--- src/rtl/pkt_uart_pkg.sv ---
package pkt_uart_pkg;

  localparam logic [1:0]  ADDR_DATA  = 2'd0;
  localparam logic [1:0]  ADDR_COUNT = 2'd1;
  localparam logic [1:0]  ADDR_RATE  = 2'd2;
  localparam logic [1:0]  ADDR_MODE  = 2'd3;
  localparam logic [31:0] CLEAR_WORD = 32'h8001_0000;

  typedef enum logic [2:0] {
    ST_IDLE, ST_LEAD, ST_SYNC, ST_START, ST_DATA, ST_STOP, ST_GAP
  } tx_state_e;

  typedef struct packed {
    logic [7:0] gap_bits;
    logic       force_de;
    logic       auto_de;
    logic [3:0] lead_clks;
  } tx_cfg_t;

  // byte lane select, lane 0 is sent first
  function automatic logic [7:0] lane_byte(input logic [31:0] w, input logic [1:0] lane);
    return w[{lane, 3'b000} +: 8];
  endfunction

  function automatic tx_cfg_t cfg_from_word(input logic [31:0] w);
    tx_cfg_t c;
    c.gap_bits  = w[15:8];
    c.force_de  = w[6];
    c.auto_de   = w[5];
    c.lead_clks = w[3:0];
    return c;
  endfunction

  function automatic logic [31:0] pack_status(input logic data_ne, input logic [4:0] frames,
                                              input tx_cfg_t c, input logic busy, input logic err);
    return {10'd0, data_ne, frames, c.gap_bits, busy, c.force_de, c.auto_de, err, c.lead_clks};
  endfunction

endpackage

--- src/rtl/pkt_fifo.sv ---
module pkt_fifo #(
  parameter int WIDTH = 32,
  parameter int DEPTH = 16,
  localparam int AW = $clog2(DEPTH),
  localparam int LW = AW + 1
) (
  input  logic             clk,
  input  logic             rst_n,
  input  logic             flush,
  input  logic             push,
  input  logic [WIDTH-1:0] din,
  input  logic             pop,
  output logic [WIDTH-1:0] dout,
  output logic             empty,
  output logic             full,
  output logic [LW-1:0]    level
);
  logic [WIDTH-1:0] mem [DEPTH];
  logic [AW:0] wr_ptr, rd_ptr;
  logic do_push, do_pop;

  assign level   = wr_ptr - rd_ptr;
  assign empty   = (level == '0);
  assign full    = (level == LW'(DEPTH));
  assign do_push = push && !full && !flush;
  assign do_pop  = pop && !empty && !flush;
  assign dout    = mem[rd_ptr[AW-1:0]];

  always_ff @(posedge clk or negedge rst_n) begin
    if (!rst_n) begin
      wr_ptr <= '0;
      rd_ptr <= '0;
    end else if (flush) begin
      wr_ptr <= '0;
      rd_ptr <= '0;
    end else begin
      if (do_push) wr_ptr <= wr_ptr + 1'b1;
      if (do_pop)  rd_ptr <= rd_ptr + 1'b1;
    end
  end

  always_ff @(posedge clk) begin
    if (do_push) mem[wr_ptr[AW-1:0]] <= din;
  end
endmodule

--- src/rtl/pkt_baud_gen.sv ---
module pkt_baud_gen #(
  parameter int ACC_W = 20
) (
  input  logic             clk,
  input  logic             rst_n,
  input  logic [ACC_W-1:0] rate,
  output logic             tick
);
  logic [ACC_W-1:0] acc;
  logic [ACC_W:0]   sum;

  assign sum = {1'b0, acc} + {1'b0, rate};

  always_ff @(posedge clk or negedge rst_n) begin
    if (!rst_n) begin
      acc  <= '0;
      tick <= 1'b0;
    end else begin
      acc  <= sum[ACC_W-1:0];
      tick <= sum[ACC_W];
    end
  end
endmodule

--- src/rtl/pkt_tx_engine.sv ---
module pkt_tx_engine
  import pkt_uart_pkg::*;
#(
  parameter int CNT_W = 10
) (
  input  logic             clk,
  input  logic             rst_n,
  input  logic             flush,
  input  logic             tick,
  input  tx_cfg_t          cfg,
  input  logic             cnt_empty,
  input  logic [CNT_W-1:0] cnt_head,
  output logic             cnt_pop,
  input  logic             data_empty,
  input  logic [31:0]      data_head,
  output logic             data_pop,
  output logic             txd,
  output logic             drv_en,
  output logic             active,
  output logic             start_evt
);
  tx_state_e        state;
  logic [CNT_W-1:0] bytes_left;
  logic [1:0]       lane;
  logic [7:0]       shreg;
  logic [2:0]       bit_idx;
  logic [7:0]       timer;
  logic             more_bytes, byte_fetch, last_lane;

  assign more_bytes = (bytes_left != '0);
  assign byte_fetch = !flush && tick && !data_empty &&
                      ((state == ST_SYNC) || (state == ST_STOP && more_bytes));
  assign last_lane  = (lane == 2'd3) || (bytes_left == CNT_W'(1));
  assign data_pop   = byte_fetch && last_lane;
  assign cnt_pop    = !flush && (state == ST_IDLE) && !cnt_empty;
  assign start_evt  = byte_fetch;

  always_ff @(posedge clk or negedge rst_n) begin
    if (!rst_n) begin
      state      <= ST_IDLE;
      bytes_left <= '0;
      lane       <= '0;
      shreg      <= '1;
      bit_idx    <= '0;
      timer      <= '0;
    end else if (flush) begin
      state      <= ST_IDLE;
      bytes_left <= '0;
      lane       <= '0;
      shreg      <= '1;
      bit_idx    <= '0;
      timer      <= '0;
    end else begin
      if (byte_fetch) begin
        shreg      <= lane_byte(data_head, lane);
        lane       <= last_lane ? 2'd0 : lane + 2'd1;
        bytes_left <= bytes_left - 1'b1;
        bit_idx    <= '0;
      end
      case (state)
        ST_IDLE: begin
          if (cnt_pop && cnt_head != '0) begin
            bytes_left <= cnt_head;
            timer      <= 8'(cfg.lead_clks);
            state      <= cfg.auto_de ? ST_LEAD : ST_SYNC;
          end
        end
        ST_LEAD: begin
          if (timer == '0) state <= ST_SYNC;
          else             timer <= timer - 1'b1;
        end
        ST_SYNC: begin
          if (byte_fetch) state <= ST_START;
        end
        ST_START: begin
          if (tick) state <= ST_DATA;
        end
        ST_DATA: begin
          if (tick) begin
            if (bit_idx == 3'd7) begin
              state <= ST_STOP;
            end else begin
              bit_idx <= bit_idx + 1'b1;
              shreg   <= {1'b1, shreg[7:1]};
            end
          end
        end
        ST_STOP: begin
          if (tick) begin
            if (more_bytes)                state <= byte_fetch ? ST_START : ST_SYNC;
            else if (cfg.gap_bits == '0)   state <= ST_IDLE;
            else begin
              state <= ST_GAP;
              timer <= cfg.gap_bits;
            end
          end
        end
        ST_GAP: begin
          if (tick) begin
            if (timer <= 8'd1) state <= ST_IDLE;
            else               timer <= timer - 1'b1;
          end
        end
        default: state <= ST_IDLE;
      endcase
    end
  end

  always_comb begin
    case (state)
      ST_START: txd = 1'b0;
      ST_DATA:  txd = shreg[0];
      default:  txd = 1'b1;
    endcase
  end

  assign active = (state != ST_IDLE);
  assign drv_en = cfg.force_de ||
                  (cfg.auto_de && (state inside {ST_LEAD, ST_SYNC, ST_START, ST_DATA, ST_STOP}));
endmodule

--- src/rtl/pkt_uart_tx.sv ---
module pkt_uart_tx
  import pkt_uart_pkg::*;
#(
  parameter int DATA_DEPTH = 16,
  parameter int CNT_DEPTH  = 16,
  parameter int CNT_W      = 10,
  parameter int ACC_W      = 20
) (
  input  logic        clk,
  input  logic        rst_n,
  input  logic        wr_en,
  input  logic [1:0]  wr_addr,
  input  logic [31:0] wr_data,
  input  logic [1:0]  rd_addr,
  output logic [31:0] rd_data,
  output logic        txd,
  output logic        drv_en
);
  localparam int DLW = $clog2(DATA_DEPTH) + 1;
  localparam int CLW = $clog2(CNT_DEPTH) + 1;

  tx_cfg_t          cfg_q;
  logic [ACC_W-1:0] rate_q;
  logic             cnt_err;
  logic             tick;

  logic             clear_cmd, cfg_wr, data_push, cnt_push;
  logic             data_empty, data_full, data_pop;
  logic [31:0]      data_head;
  logic [DLW-1:0]   data_level;
  logic             cnt_empty, cnt_full, cnt_pop;
  logic [CNT_W-1:0] cnt_head;
  logic [CLW-1:0]   cnt_level;
  logic             tx_active, start_evt;
  logic             cfg_auto, cfg_force;
  logic [3:0]       cfg_lead;
  logic [31:0]      status_word;

  assign clear_cmd = wr_en && (wr_addr == ADDR_MODE) && (wr_data == CLEAR_WORD);
  assign cfg_wr    = wr_en && (wr_addr == ADDR_MODE) && !clear_cmd;
  assign data_push = wr_en && (wr_addr == ADDR_DATA) && !data_full;
  assign cnt_push  = wr_en && (wr_addr == ADDR_COUNT);

  always_ff @(posedge clk or negedge rst_n) begin
    if (!rst_n) begin
      cfg_q   <= '0;
      rate_q  <= '0;
      cnt_err <= 1'b0;
    end else begin
      if (cfg_wr) cfg_q <= cfg_from_word(wr_data);
      if (wr_en && wr_addr == ADDR_RATE) rate_q <= wr_data[ACC_W-1:0];
      if (clear_cmd)                 cnt_err <= 1'b0;
      else if (cnt_push && cnt_full) cnt_err <= 1'b1;
    end
  end

  pkt_fifo #(.WIDTH(32), .DEPTH(DATA_DEPTH)) u_data_fifo (
    .clk(clk), .rst_n(rst_n), .flush(clear_cmd),
    .push(data_push), .din(wr_data), .pop(data_pop),
    .dout(data_head), .empty(data_empty), .full(data_full), .level(data_level)
  );

  pkt_fifo #(.WIDTH(CNT_W), .DEPTH(CNT_DEPTH)) u_cnt_fifo (
    .clk(clk), .rst_n(rst_n), .flush(clear_cmd),
    .push(cnt_push), .din(wr_data[CNT_W-1:0]), .pop(cnt_pop),
    .dout(cnt_head), .empty(cnt_empty), .full(cnt_full), .level(cnt_level)
  );

  pkt_baud_gen #(.ACC_W(ACC_W)) u_baud (
    .clk(clk), .rst_n(rst_n), .rate(rate_q), .tick(tick)
  );

  pkt_tx_engine #(.CNT_W(CNT_W)) u_engine (
    .clk(clk), .rst_n(rst_n), .flush(clear_cmd), .tick(tick), .cfg(cfg_q),
    .cnt_empty(cnt_empty), .cnt_head(cnt_head), .cnt_pop(cnt_pop),
    .data_empty(data_empty), .data_head(data_head), .data_pop(data_pop),
    .txd(txd), .drv_en(drv_en), .active(tx_active), .start_evt(start_evt)
  );

  assign cfg_auto    = cfg_q.auto_de;
  assign cfg_force   = cfg_q.force_de;
  assign cfg_lead    = cfg_q.lead_clks;
  assign status_word = pack_status(!data_empty, 5'(cnt_level), cfg_q, tx_active, cnt_err);

  always_comb begin
    case (rd_addr)
      ADDR_DATA: rd_data = 32'(data_level);
      ADDR_RATE: rd_data = 32'(rate_q);
      ADDR_MODE: rd_data = status_word;
      default:   rd_data = '0;
    endcase
  end
endmodule

--- config.mk ---
export PLATFORM = sky130hd
export DESIGN_NAME = pkt_uart_tx
export DESIGN_NICKNAME = d
export VERILOG_FILES = /design/src/rtl/pkt_uart_pkg.sv /design/src/rtl/pkt_fifo.sv /design/src/rtl/pkt_baud_gen.sv /design/src/rtl/pkt_tx_engine.sv /design/src/rtl/pkt_uart_tx.sv
export SDC_FILE = /design/constraint.sdc
export NUM_CORES = 1
export LEC_CHECK = 0
export ABC_CLOCK_PERIOD_IN_PS = 6650
export BUFFER_PORTS_ARGS = -buffer_cell sky130_fd_sc_hd__buf_2
export CAP_MARGIN = 20
export CORE_ASPECT_RATIO = 0.75
export CORE_MARGIN = 2
export CORE_UTILIZATION = 45
export DETAILED_ROUTE_END_ITERATION = 16
export HOLD_SLACK_MARGIN = 0.08
export PLACE_DENSITY = 0.66
export SLEW_MARGIN = 20
export SYNTH_ARGS = -nofsm -noshare
export SYNTH_HDL_FRONTEND = slang
export SYNTH_SLANG_ARGS = --single-unit
--- constraint.sdc ---
create_clock -name clk -period 6.65 [get_ports clk]
set_input_delay 0.3325 -clock clk [delete_from_list [all_inputs] [get_ports clk]]
set_output_delay 0.3325 -clock clk [all_outputs]
set_load 0.01 [all_outputs]
; ---- After elaboration in Yosys (flattened, before gate mapping)
; Memory sizes are Yosys's and may differ from the RTL's.
; Cells that the tools add are included.
[classes]
addsub = 11
n_mul = 0
n_div = 0
magnitude_cmp = 1
n_eq_ne = 30
n_shift = 1
muxes = 57
bitwise_logic = 0
reduce_logical = 53
[op_table]
columns = operator, n
row1 = 8-bit two-way mux, 13
row2 = 22-bit one-hot mux with 3 select lines, 1
row3 = 3-bit two-way mux, 17
row4 = 10-bit two-way mux, 4
row5 = 5-bit two-way mux, 8
row6 = 32-bit == test (second input constant), 1
row7 = 8-bit one-hot mux with 4 select lines, 1
row8 = 32-bit by 6-bit variable part select with 8-bit output, 1
row9 = 3-bit by 2-bit != test with 1-bit output (second input constant), 9
row10 = 1-bit logical AND, 25
row11 = 20-bit by 20-bit adder with 21-bit output, 1
row12 = 3-bit one-hot mux with 7 select lines, 1
row13 = 5-bit by 1-bit adder with 5-bit output (second input constant), 4
row14 = 10-bit nonzero test, 2
row15 = 8-bit logical NOT, 2
row16 = 3-bit == test (second input constant), 4
row17 = 3-bit by 1-bit != test with 1-bit output (second input constant), 4
row18 = 2-bit nonzero test, 6
row19 = 10-bit by 1-bit == test with 1-bit output (second input constant), 1
row20 = 2-bit == test (second input constant), 5
row21 = 5-bit == test (second input constant), 2
row22 = 5-bit logical NOT, 2
row23 = 5-bit nonzero test, 2
row24 = 10-bit by 1-bit subtractor with 10-bit output (second input constant), 1
row25 = other kinds (18), 36
[totals]
reg_bits = 110
latchBits = 0
ram_bits = 672
mem_bits_ro = 0
input_bits = 39
output_inout_bits = 34
elab_cells = 173
mem_count = 2
[mem_list]
columns = name, words, width, read_ports, rd_ports_with_merged_regs, write_ports, line
row1 = u_data_fifo.mem, 16, 32, 1, 0, 1, pkt_fifo.sv:18  ; logic [WIDTH-1:0] mem [DEPTH];
row2 = u_cnt_fifo.mem, 16, 10, 1, 0, 1, pkt_fifo.sv:18

; ---- Logic depth before layout (Yosys ltp)
; Gate-level depths: netlist of the first run.
[depth]
depth_word = 12
mapped_depth = 14
mapped_depth_nobuf = 11

; ---- Modules after synthesis
; Synthesis of the first run repeated with hierarchy kept, for this count alone.
[unflattened]
cells_unflattened = 1787
hier_area_um2 = 33308.2
[by_module_without_submodules]
columns = module, instances, cells_each, area_each_um2, seq_area_each_um2
row1 = pkt_fifo at u_data_fifo, 1, 821, 20104.3, 15625.0
row2 = pkt_fifo at u_cnt_fifo, 1, 335, 6940.4, 5054.8
row3 = pkt_tx_engine, 1, 334, 2842.7, 860.8
row4 = pkt_uart_tx, 1, 152, 1931.9, 875.8
row5 = pkt_baud_gen, 1, 145, 1488.9, 525.5

; ---- Worst setup path before layout of the first run
; No wires, ideal clock.
[synth_timing]
path_type = flip-flop to flip-flop
from = register u_data_fifo.rd_ptr[2]
to = memory u_data_fifo.mem[3][0], enable pin
setup_ns = 0.461
t_arrival_ns = 4.908
required_ns = 6.189
setup_slack_ns = 1.281
path_stages_with_launch = 11
n_path_buf = 1
synth_period_minus_slack_ns = 5.369
path_cell_list = dfrtp_1 inv_2 buf_1 ha_1 nor2b_1 o21ai_0 nand3_1 and2_1 a31oi_1 nand2_1 nor3_1
[synth_between]
elab_chain_len = 8
[synth_lines]
columns = element, line
row1 = from (decl), pkt_fifo.sv:19  ; logic [AW:0] wr_ptr, rd_ptr;
row2 = from (signal assigned), pkt_fifo.sv:38  ; if (do_pop) rd_ptr <= rd_ptr + 1'b1;
row3 = 5-bit subtractor *, pkt_fifo.sv:22  ; assign level = wr_ptr - rd_ptr;
row4 = 5-bit == test *, pkt_fifo.sv:24  ; assign full = (level == LW'(DEPTH));
row5 = 1-bit logical NOT *, "pkt_fifo.sv:25, pkt_uart_tx.sv:41"
row6 = 1-bit logical AND, pkt_uart_tx.sv:41  ; assign data_push = wr_en && (wr_addr == ADDR_DATA) && !data_full;
row7 = 1-bit logical AND * (2 in a row), pkt_fifo.sv:25  ; assign do_push = push && !full && !flush;
row8 = 1-bit two-way mux *, pkt_fifo.sv:43  ; if (do_push) mem[wr_ptr[AW-1:0]] <= din;
row9 = 1-bit two-way mux (not written as such) *, pkt_fifo.sv:43
row10 = to (decl), pkt_fifo.sv:18
; Every way passes the cells marked *; elsewhere a longest branch is shown, timed or not.

; ---- Final worst setup path of the first run
[layout_timing]
from = register u_data_fifo.rd_ptr[0]
to = memory u_data_fifo.mem[12][28], enable pin
; Same word-level chain as after synthesis.

==> results of run 1 <==
[repair_timing]
item	CTS	global route
hold buffers	1	0
hold endpoints to repair	49	0
resized for setup	0	0
[where the power goes]
group / internal, uW / switching [uW] / total [uW]
Combinational: 1980 / 2350 / 4330
Clock: 2600 / 1820 / 4420
Sequential: 5740 / 484 / 6220
[area by class of cell]
| type | instances | share of cell area (%) |
|---|---|---|
| Tap cell | 957 | 3.25 |
| Timing Repair Buffer | 99 | 2.11 |
| Multi-Input combinational cell | 824 | 25.0 |
| Clock inverter | 38 | 1.27 |
| Sequential cell | 782 | 62.3 |
| Inverter | 41 | 0.418 |
| Clock buffer | 99 | 5.65 |
[kinds of logic after synthesis]
family          after synthesis  synth area share (%)
compound gates              168                  3.65
flops                       782                  70.4
buf+inv                     133                  1.87
simple gates                283                  4.41
mux                         269                  16.5
other cells                   1                0.0115
fa+ha+maj                    50                  1.99
xor+xnor                     44                  1.18
[Yosys cell counts, types with 5 or more instances]
library cell	number	area, um2
inv_1	40	150
a21o_1	5	37.5
o21ai_0	20	100
clkbuf_1	46	173
nor2b_1	20	125
a21oi_1	31	155
ha_1	47	588
edfxtp_1	672	20200
nand3_1	14	70.1
a211oi_1	11	82.6
or3_1	8	50.1
nor2_1	89	334
dfstp_2	8	210
nand2_1	55	206
xor2_1	12	105
buf_2	13	65.1
xnor2_1	32	280
nor3_1	24	120
a22oi_1	19	143
nand4_1	10	62.6
mux4_2	210	4730
buf_6	6	67.6
dfrtp_1	102	2550
buf_4	13	97.6
o21a_1	7	52.6
o21ai_1	8	40.0
buf_1	14	52.6
o31ai_1	10	75.1
o22ai_1	8	50.1
mux2_2	39	439
nor4_1	13	81.3
and2_1	14	87.6
nand2b_1	7	43.8
mux2i_1	20	200
[metrics by stage]
stage | total power [uW] | cell area [um2]
5_1_grt | 15700 | 36800
3_5_place_dp | 10600 | 34200
2_1_floorplan | 9330 | 32600
3_3_place_gp | 10500 | 34000
4_1_cts | 15000 | 36700
6_report | 15000 | 36800
[layer usage]
layer | track usage (%) | vias to the layer above
met4 | 4.89 | 0
met5 | 0 | -
li1 | - | 7194
met2 | 29.0 | 608
met3 | 4.83 | 90
met1 | 31.1 | 8855
[state kept, by name, summed over array words and instances (netlist names)]
| register | flops |
|---|---|
| cfg_q | 8 |
| u_engine.lane | 2 |
| u_engine.bit_idx | 3 |
| cfg_lead | 4 |
| cnt_err | 1 |
| u_engine.timer | 8 |
| u_data_fifo.wr_ptr | 5 |
| u_cnt_fifo.wr_ptr | 5 |
| u_baud.acc | 20 |
| cfg_auto | 1 |
| u_engine.shreg | 8 |
| u_data_fifo.rd_ptr | 5 |
| u_baud.tick | 1 |
| u_data_fifo.mem | 512 |
| u_engine.state | 3 |
| rate_q | 20 |
| u_cnt_fifo.rd_ptr | 5 |
| u_engine.bytes_left | 10 |
| cfg_force | 1 |
| u_cnt_fifo.mem | 160 |
[final timing paths]
check | startpoint | end | slack, ps | depth (start not counted)
setup / recovery | u_data_fifo.rd_ptr[0] | u_data_fifo.mem[12][28] | 2080 | 10
hold / removal | wr_data[26] | u_data_fifo.mem[9][26] | 100 | 1
setup reg to reg | u_data_fifo.rd_ptr[0] | u_data_fifo.mem[12][28] | 2080 | 10
hold reg to reg | u_baud.acc[0] | u_baud.acc[0] | 470 | 1
max in group asynchronous | rst_n | u_cnt_fifo.rd_ptr[0] | 5070 | 3
min in group asynchronous | rst_n | u_baud.acc[12] | 330 | 2
[worst reg2reg max path: cells and delay by family, from the launching register on]
kind | cells | cell delay (ps)
buffers and inverters | 1 | 420
AND/OR/NAND/NOR | 4 | 1270
AO/OA/AOI/OAI | 3 | 990
flip-flops | 1 | 760
adder cells (fa/ha/maj) | 2 | 790
==> results.yml, run 1 <==
sta:
  final_max_slew_viol_count: 0
  finalCritPeriodShare_pct: 68.8
  clock.fmax_mhz: 219
  setup_tns_ps: 0
  setup_violations: 0
  setup_ws_ps: 2080
  holdWs_ps: 105
  skew_ps: 23.8
  rsz0062_at_grt: "no"
  fin_crit_ps: 4570
  slew_headroom_pct: 28.1
  tightest_slew_ps: 1080
  hold_viol_final: 0
detailed_routing:
  vias_per_cell: 5.90
  topRoutingLayerUsed: "met4"
  drc: 0
  routedWlPerCell_um: 26.0
  first_pass_iters: 7
  wl_met2_um: 33000
  wirelength_um: 73800
  vias: 16700
  dr_wl_met3_um: 5640
  drt-met1-wl_um: 33500
  antenna_left: 0
  drt_iter0_drc: 1778
global_routing:
  grt_pass1_vias: 16900
  grt_pass1_wl_um: 111000
  antenna_found_initial: 1
  grt_max_degree: 94
  overflow: 0
  track_usage_pct: 20.2
clock_tree:
  clock_path_buffers: 3
  cts.sinks: 782
  cts_max_level: 3
  cts_tree: "built"
  cts_setup_buffers: 0
  cts-root-buf: "clkbuf_16"
  clk_latency_ps: 620
  path_clk_slew_ps: 60
  numCtsBuffers: 77
synth:
  netlist_area_um2: 32600
  syn_inst: 1730
  ys_ff_latch: 782
  ys_seq_area_share_pct: 70.4
  synthArstFlopShare_pct: 14.1
  yosysWarnings: 0
  avgSynthCellArea_um2: 18.8
  synth-edff-count: 672
  synth-main-ff-cell: "edfxtp_1"
  yosysUniqueCellTypes: 79
flow_run:
  cap_viol_max_count: 0
final_layout:
  fillerInstances: 5683
  utilization_pct: 51.4
  final_nets: 1914
  num_antenna_cells: 0
  seq_area_um2: 23000
  drive_above_1_share_pct: 27.0
  most-common-layout-cells: "672 x edfxtp_1, 210 x mux4_2, 97 x dfrtp_1, 79 x clkbuf_16, 77 x nor2_1"
  multi_input_area_um2: 9200
  final_common_cell: "edfxtp_1"
  final_cells: 2840
  syn_to_final_growth_pct: 13.0
worst_hold_path:
  hp-class: "input pin to flip-flop"
floorplanning:
  die_h_um: 237
  die_x_um: 315
  core_um2: 71700
  initial_core_util_pct: 45.5
  rows: 85
  die_area_um2: 74600
  pin_count: 73
critical_path:
  crit_path_cell_trace: "ha_1 -> fa_1 -> nor2b_1 -> o21ai_0 -> a21o_1 -> and2_1 -> a31oi_1 -> nand2_1 -> nor2_4 -> buf_4"
  worstSetupPathType: "flip-flop to flip-flop"
  cp_top_family: "simple AND/OR/NAND/NOR gates"
  cpPeakStageDelay_ps: 760
  crit_buf_inv: 1
  cp-end-kind: "flip-flop"
  crit_path_start_kind: "flip-flop"
  crit_arrival_ps: 4850
  crit_fanout: 40
  cpMaxStageDelayCell: "dfrtp_4"
  cp.required_ps: 6930
placement:
  io_buffers: 62
  post-place-cells: 2697
  dp_hpwl_um: 44900
  dpl_worst_slack_ps: 2020
  place_congestion: 0.848
power:
  powerDensity_nw_per_um2: 407
  ir_worst_vdd_mv: 0.257
  leakage_uw: 0.0123
status:
  status: "finished, final reports clean"
Power figures use the tool's default switching activity.
==> run 2: changes to the inputs <==
Settings changed: ABC_CLOCK_PERIOD_IN_PS 6650 to 4150, PLACE_DENSITY 0.66 to 0.68.
Clock period 6.65 ns to 4.15 ns, I/O delays scaled along.
==> results.yml, run 2 (same netlist as run 1, synthesis figures left out) <==
status:
  status: "finished, final reports clean"
sta:
  setup_tns_ps: 0
  hold_viol_final: 0
  tightest_slew_ps: 935
  rsz0062_at_grt: "no"
  finalCritPeriodShare_pct: 86.7
  skew_ps: 29.6
  setup_violations: 0
  final_max_slew_viol_count: 0
  slew_headroom_pct: 37.7
  fin_crit_ps: 3600
  clock.fmax_mhz: 278
final_layout:
  final_nets: 1962
  most-common-layout-cells: "672 x edfxtp_1, 210 x mux4_2, 97 x dfrtp_1, 78 x nor2_1, 78 x clkbuf_16"
  fillerInstances: 5671
  multi_input_area_um2: 9210
  syn_to_final_growth_pct: 14.8
  final_cells: 2890
  utilization_pct: 52.2
  final_common_cell: "edfxtp_1"
  drive_above_1_share_pct: 27.8
  largest_reg_flops: 512
  seq_area_um2: 23000
global_routing:
  grt_pass1_wl_um: 113000
  grt_pass1_vias: 17200
  antenna_found_initial: 2
  grt_max_degree: 131
  track_usage_pct: 20.5
  overflow: 0
floorplanning:
  die_area_um2: 74600
  core_um2: 71700
  rows: 85
  initial_core_util_pct: 45.5
  die_x_um: 315
  die_h_um: 237
  pin_count: 73
critical_path:
  r2r-start: "u_cnt_fifo.wr_ptr[0]"
  cp-end-kind: "flip-flop"
  worstSetupPathType: "flip-flop to flip-flop"
  crit_fanout: 21
  cp.required_ps: 4690
  crit_path_start_kind: "flip-flop"
  crit_arrival_ps: 4140
  startpoint: "u_cnt_fifo.wr_ptr[0]"
clock_tree:
  path_clk_slew_ps: 70
  cts_tree: "built"
  clock_path_buffers: 3
  cts_resized: 0
  numCtsBuffers: 76
  cts-root-buf: "clkbuf_16"
  cts_max_level: 3
  cts.sinks: 782
  clk_latency_ps: 620
placement:
  place_congestion: 0.875
  post-place-cells: 2724
  io_buffers: 62
  dp_hpwl_um: 44200
detailed_routing:
  antenna_left: 0
  routedWlPerCell_um: 26.1
  drt_iter0_drc: 1993
  wirelength_um: 75300
  first_pass_iters: 5
  vias_per_cell: 5.89
  vias: 17000
  drc: 0
worst_hold_path:
  hp-class: "input pin to asynchronous set/reset pin"
power:
  ir_worst_vdd_mv: 0.555
  leakage_uw: 0.0125
  powerDensity_nw_per_um2: 645
  power_uw: 24100
flow_run:
  cap_viol_max_count: 0
## run 2: metal layers
metal / global-route usage [%] / share of wire (%)
met1: 30.6 / 44
met2: 30.2 / 45
met3: 5.20 / 8.0
met4: 5.51 / 2.4
met5: 0 / 0
## run 2: path summary, 6_finish.rpt
path,endpoint,slack [ps],depth (start not counted)
max,u_engine.state[0],550,11
min,u_baud.acc[12],100,3
max reg2reg,u_engine.state[0],550,11
min reg2reg,u_baud.acc[0],520,1
max in group asynchronous,u_cnt_fifo.rd_ptr[1],3290,3
min in group clk,u_cnt_fifo.mem[6][0],160,1
## run 2: final cells by class
type | count | share of cell area [%]
tap | 957 | 3.20
multi-input combinational | 824 | 24.6
antenna | 1 | 0.00669
timing repair buffer | 148 | 3.43
inverter | 41 | 0.412
clock inverter | 47 | 1.58
clock buffer | 90 | 5.37
sequential | 782 | 61.4
## run 2: through the flow
stage	hold WS, ps	area, um2	setup WS (ps)
after floorplan	-88.1	32600	-366
after global placement	137	34500	646
after detailed placement	140	34500	552
after CTS	80.1	37400	539
after global routing	118	37400	276
final	98.4	37400	551
## run 2: timing repair
| item | 4_1_cts | 5_1_grt |
|---|---|---|
| setup buffers | 0 | 0 |
| hold buffers | 27 | 0 |
| hold endpoints to repair | 418 | 0 |
## run 2: power breakdown
part           switching (uW)  internal (uW)
combinational            3930           3240
clock                    2960           4230
sequential                588           9190
## run 2: critical path: stages, from the launching register on
cell,delay (ps)
dfrtp_1,440
inv_1,120
ha_1,230
fa_1,410
xnor2_1,220
nand3b_1,160
nor2_1,50
mux2_2,290
a211oi_1,420
nand2_1,500
a2111o_1,540
a21oi_1,140
==> run 3: changes to the inputs <==
Settings changed: CAP_MARGIN 20 to unset, RECOVER_POWER set to 100, REMOVE_ABC_BUFFERS set to 1.
==> results.yml, run 3 (same netlist as run 1, synthesis figures left out) <==
final_layout:
  final_common_cell: "edfxtp_1"
  utilization_pct: 51.4
  multi_input_area_um2: 9130
  most-common-layout-cells: "672 x edfxtp_1, 210 x mux4_2, 97 x dfrtp_1, 90 x clkbuf_1, 79 x nor2_1"
  drive_above_1_share_pct: 23.4
  fillerInstances: 5696
  final_cells: 2886
  num_antenna_cells: 0
  final_nets: 1959
  syn_to_final_growth_pct: 13.0
  finalInstanceArea_um2: 36800
  seq_area_um2: 23000
  largest_reg_flops: 512
floorplanning:
  die_area_um2: 74600
  core_um2: 71700
  rows: 85
  initial_core_util_pct: 45.5
  die_x_um: 315
  pin_count: 73
  die_h_um: 237
critical_path:
  cp.required_ps: 4690
  r2r_slack_ps: 370
  worstSetupPathType: "input pin to flip-flop"
  worst_r2r_path_depth: 10
  crit_fanout: 19
  crit_path_start_kind: "input pin"
  r2r-start: "u_cnt_fifo.wr_ptr[0]"
  cpPeakStageDelay_ps: 1040
  crit_arrival_ps: 4410
  cpMaxStageDelayCell: "nor4_1"
  crit-reg2reg-capture: "u_cnt_fifo.mem[2][6]"
  cp-end-kind: "flip-flop"
  crit_path_cell_trace: "dlygate4sd3_1 -> clkbuf_1 -> nor4_1 -> nand4_1 -> or3_1 -> nand2_1 -> or3_1 -> nand2_1 -> mux2_2 -> nor2_1"
detailed_routing:
  drc: 0
  antenna_left: 0
  first_pass_iters: 6
  routedWlPerCell_um: 25.9
  vias_per_cell: 5.91
  wirelength_um: 74900
  vias: 17100
  drt_iter0_drc: 1932
sta:
  skew_ps: 23.7
  slew_headroom_pct: -126
  final_max_slew_viol_count: 408
  setup_tns_ps: 0
  hold_viol_final: 0
  setup_violations: 0
  clock.fmax_mhz: 259
  fin_crit_ps: 3870
  tightest_slew_ps: 3390
  finalCritPeriodShare_pct: 93.2
  rsz0062_at_grt: "no"
clock_tree:
  cts-root-buf: "clkbuf_16"
  clk_latency_ps: 630
  cts_tree: "built"
  path_clk_slew_ps: 60
  cts.sinks: 782
  numCtsBuffers: 77
  clock_path_buffers: 3
  cts_setup_buffers: 0
  cts_max_level: 3
worst_hold_path:
  hp-start: "wr_addr[1]"
  hp-class: "input pin to flip-flop"
  min_path_cells: 4
  hold_path_end: "cnt_err"
power:
  leakage_uw: 0.0122
  ir_worst_vdd_mv: 0.454
  powerDensity_nw_per_um2: 645
  power_uw: 23700
placement:
  post-place-cells: 2725
  place_congestion: 0.857
  io_buffers: 62
  dpl_cell_area_um2: 34400
  dp_hpwl_um: 44400
status:
  violations: "max-capacitance violations, max-slew violations"
  status: "complete, but fails checks"
global_routing:
  grt_max_degree: 108
  grt_pass1_vias: 17200
  antenna_found_initial: 1
  track_usage_pct: 20.4
  grt_pass1_wl_um: 113000
  overflow: 0
flow_run:
  cap_viol_max_count: 11
run 3: changes by cell type in the layout (fill, tap and decap cells not counted), sizes merged:
cell	change
buf	-92
bufinv	-5
clkbuf	+98
clkinv	-5
clkinvlp	+2
diode	-1
dlygate4sd3	-4
inv	+3
run 3: cell type report:
class / instances / area share [%]
Clock buffer: 96 / 5.54
Clock inverter: 42 / 1.27
Inverter: 41 / 0.418
Multi-Input combinational cell: 824 / 24.8
Sequential cell: 782 / 62.3
Tap cell: 957 / 3.25
Timing Repair Buffer: 144 / 2.37
run 3: what timing repair did:
| item | 4_1_cts | 5_1_grt |
|---|---|---|
| hold buffers | 22 | 0 |
| gates resized for setup | 0 | 0 |
| hold endpoints to repair | 378 | 0 |
run 3: report_power, final:
part	internal (uW)	switching, uW
combinational	3170	3910
clock	3960	2950
sequential	9200	548
run 3: stage by stage:
step	worst slack, ps	hold WS [ps]
global route	115	207
CTS	531	93.2
floorplan	-5460	-88.1
detailed placement	568	346
global placement	707	336
finish	282	138
run 3: worst max path at each step:
stage | cells after the start | startpoint | slack, ps | endpoint
6_report | 10 | wr_data[12] | 280 | u_engine.bit_idx[0]
5_1_grt | 10 | u_cnt_fifo.wr_ptr[0] | 110 | u_cnt_fifo.mem[2][8]
4_1_cts | 10 | u_cnt_fifo.wr_ptr[0] | 530 | u_cnt_fifo.mem[3][2]
3_5_place_dp | 10 | u_cnt_fifo.wr_ptr[0] | 570 | u_cnt_fifo.mem[3][5]
3_3_place_gp | 10 | wr_data[13] | 710 | u_engine.lane[0]
2_1_floorplan | 9 | u_data_fifo.rd_ptr[0] | -5460 | u_data_fifo.mem[3][0]
run 3: worst max-delay path, delay by kind of cell:
family,cells,cell delay [ps]
and+or+nand+nor,7,2850
muxes,1,330
buffers and inverters,2,990
run 3: layer usage:
metal  share of wire, %  GRT usage (%)
met2                 46           30.4
met1                 45           31.4
met3                7.0           3.75
met5                  0              0
met4                2.0           4.59
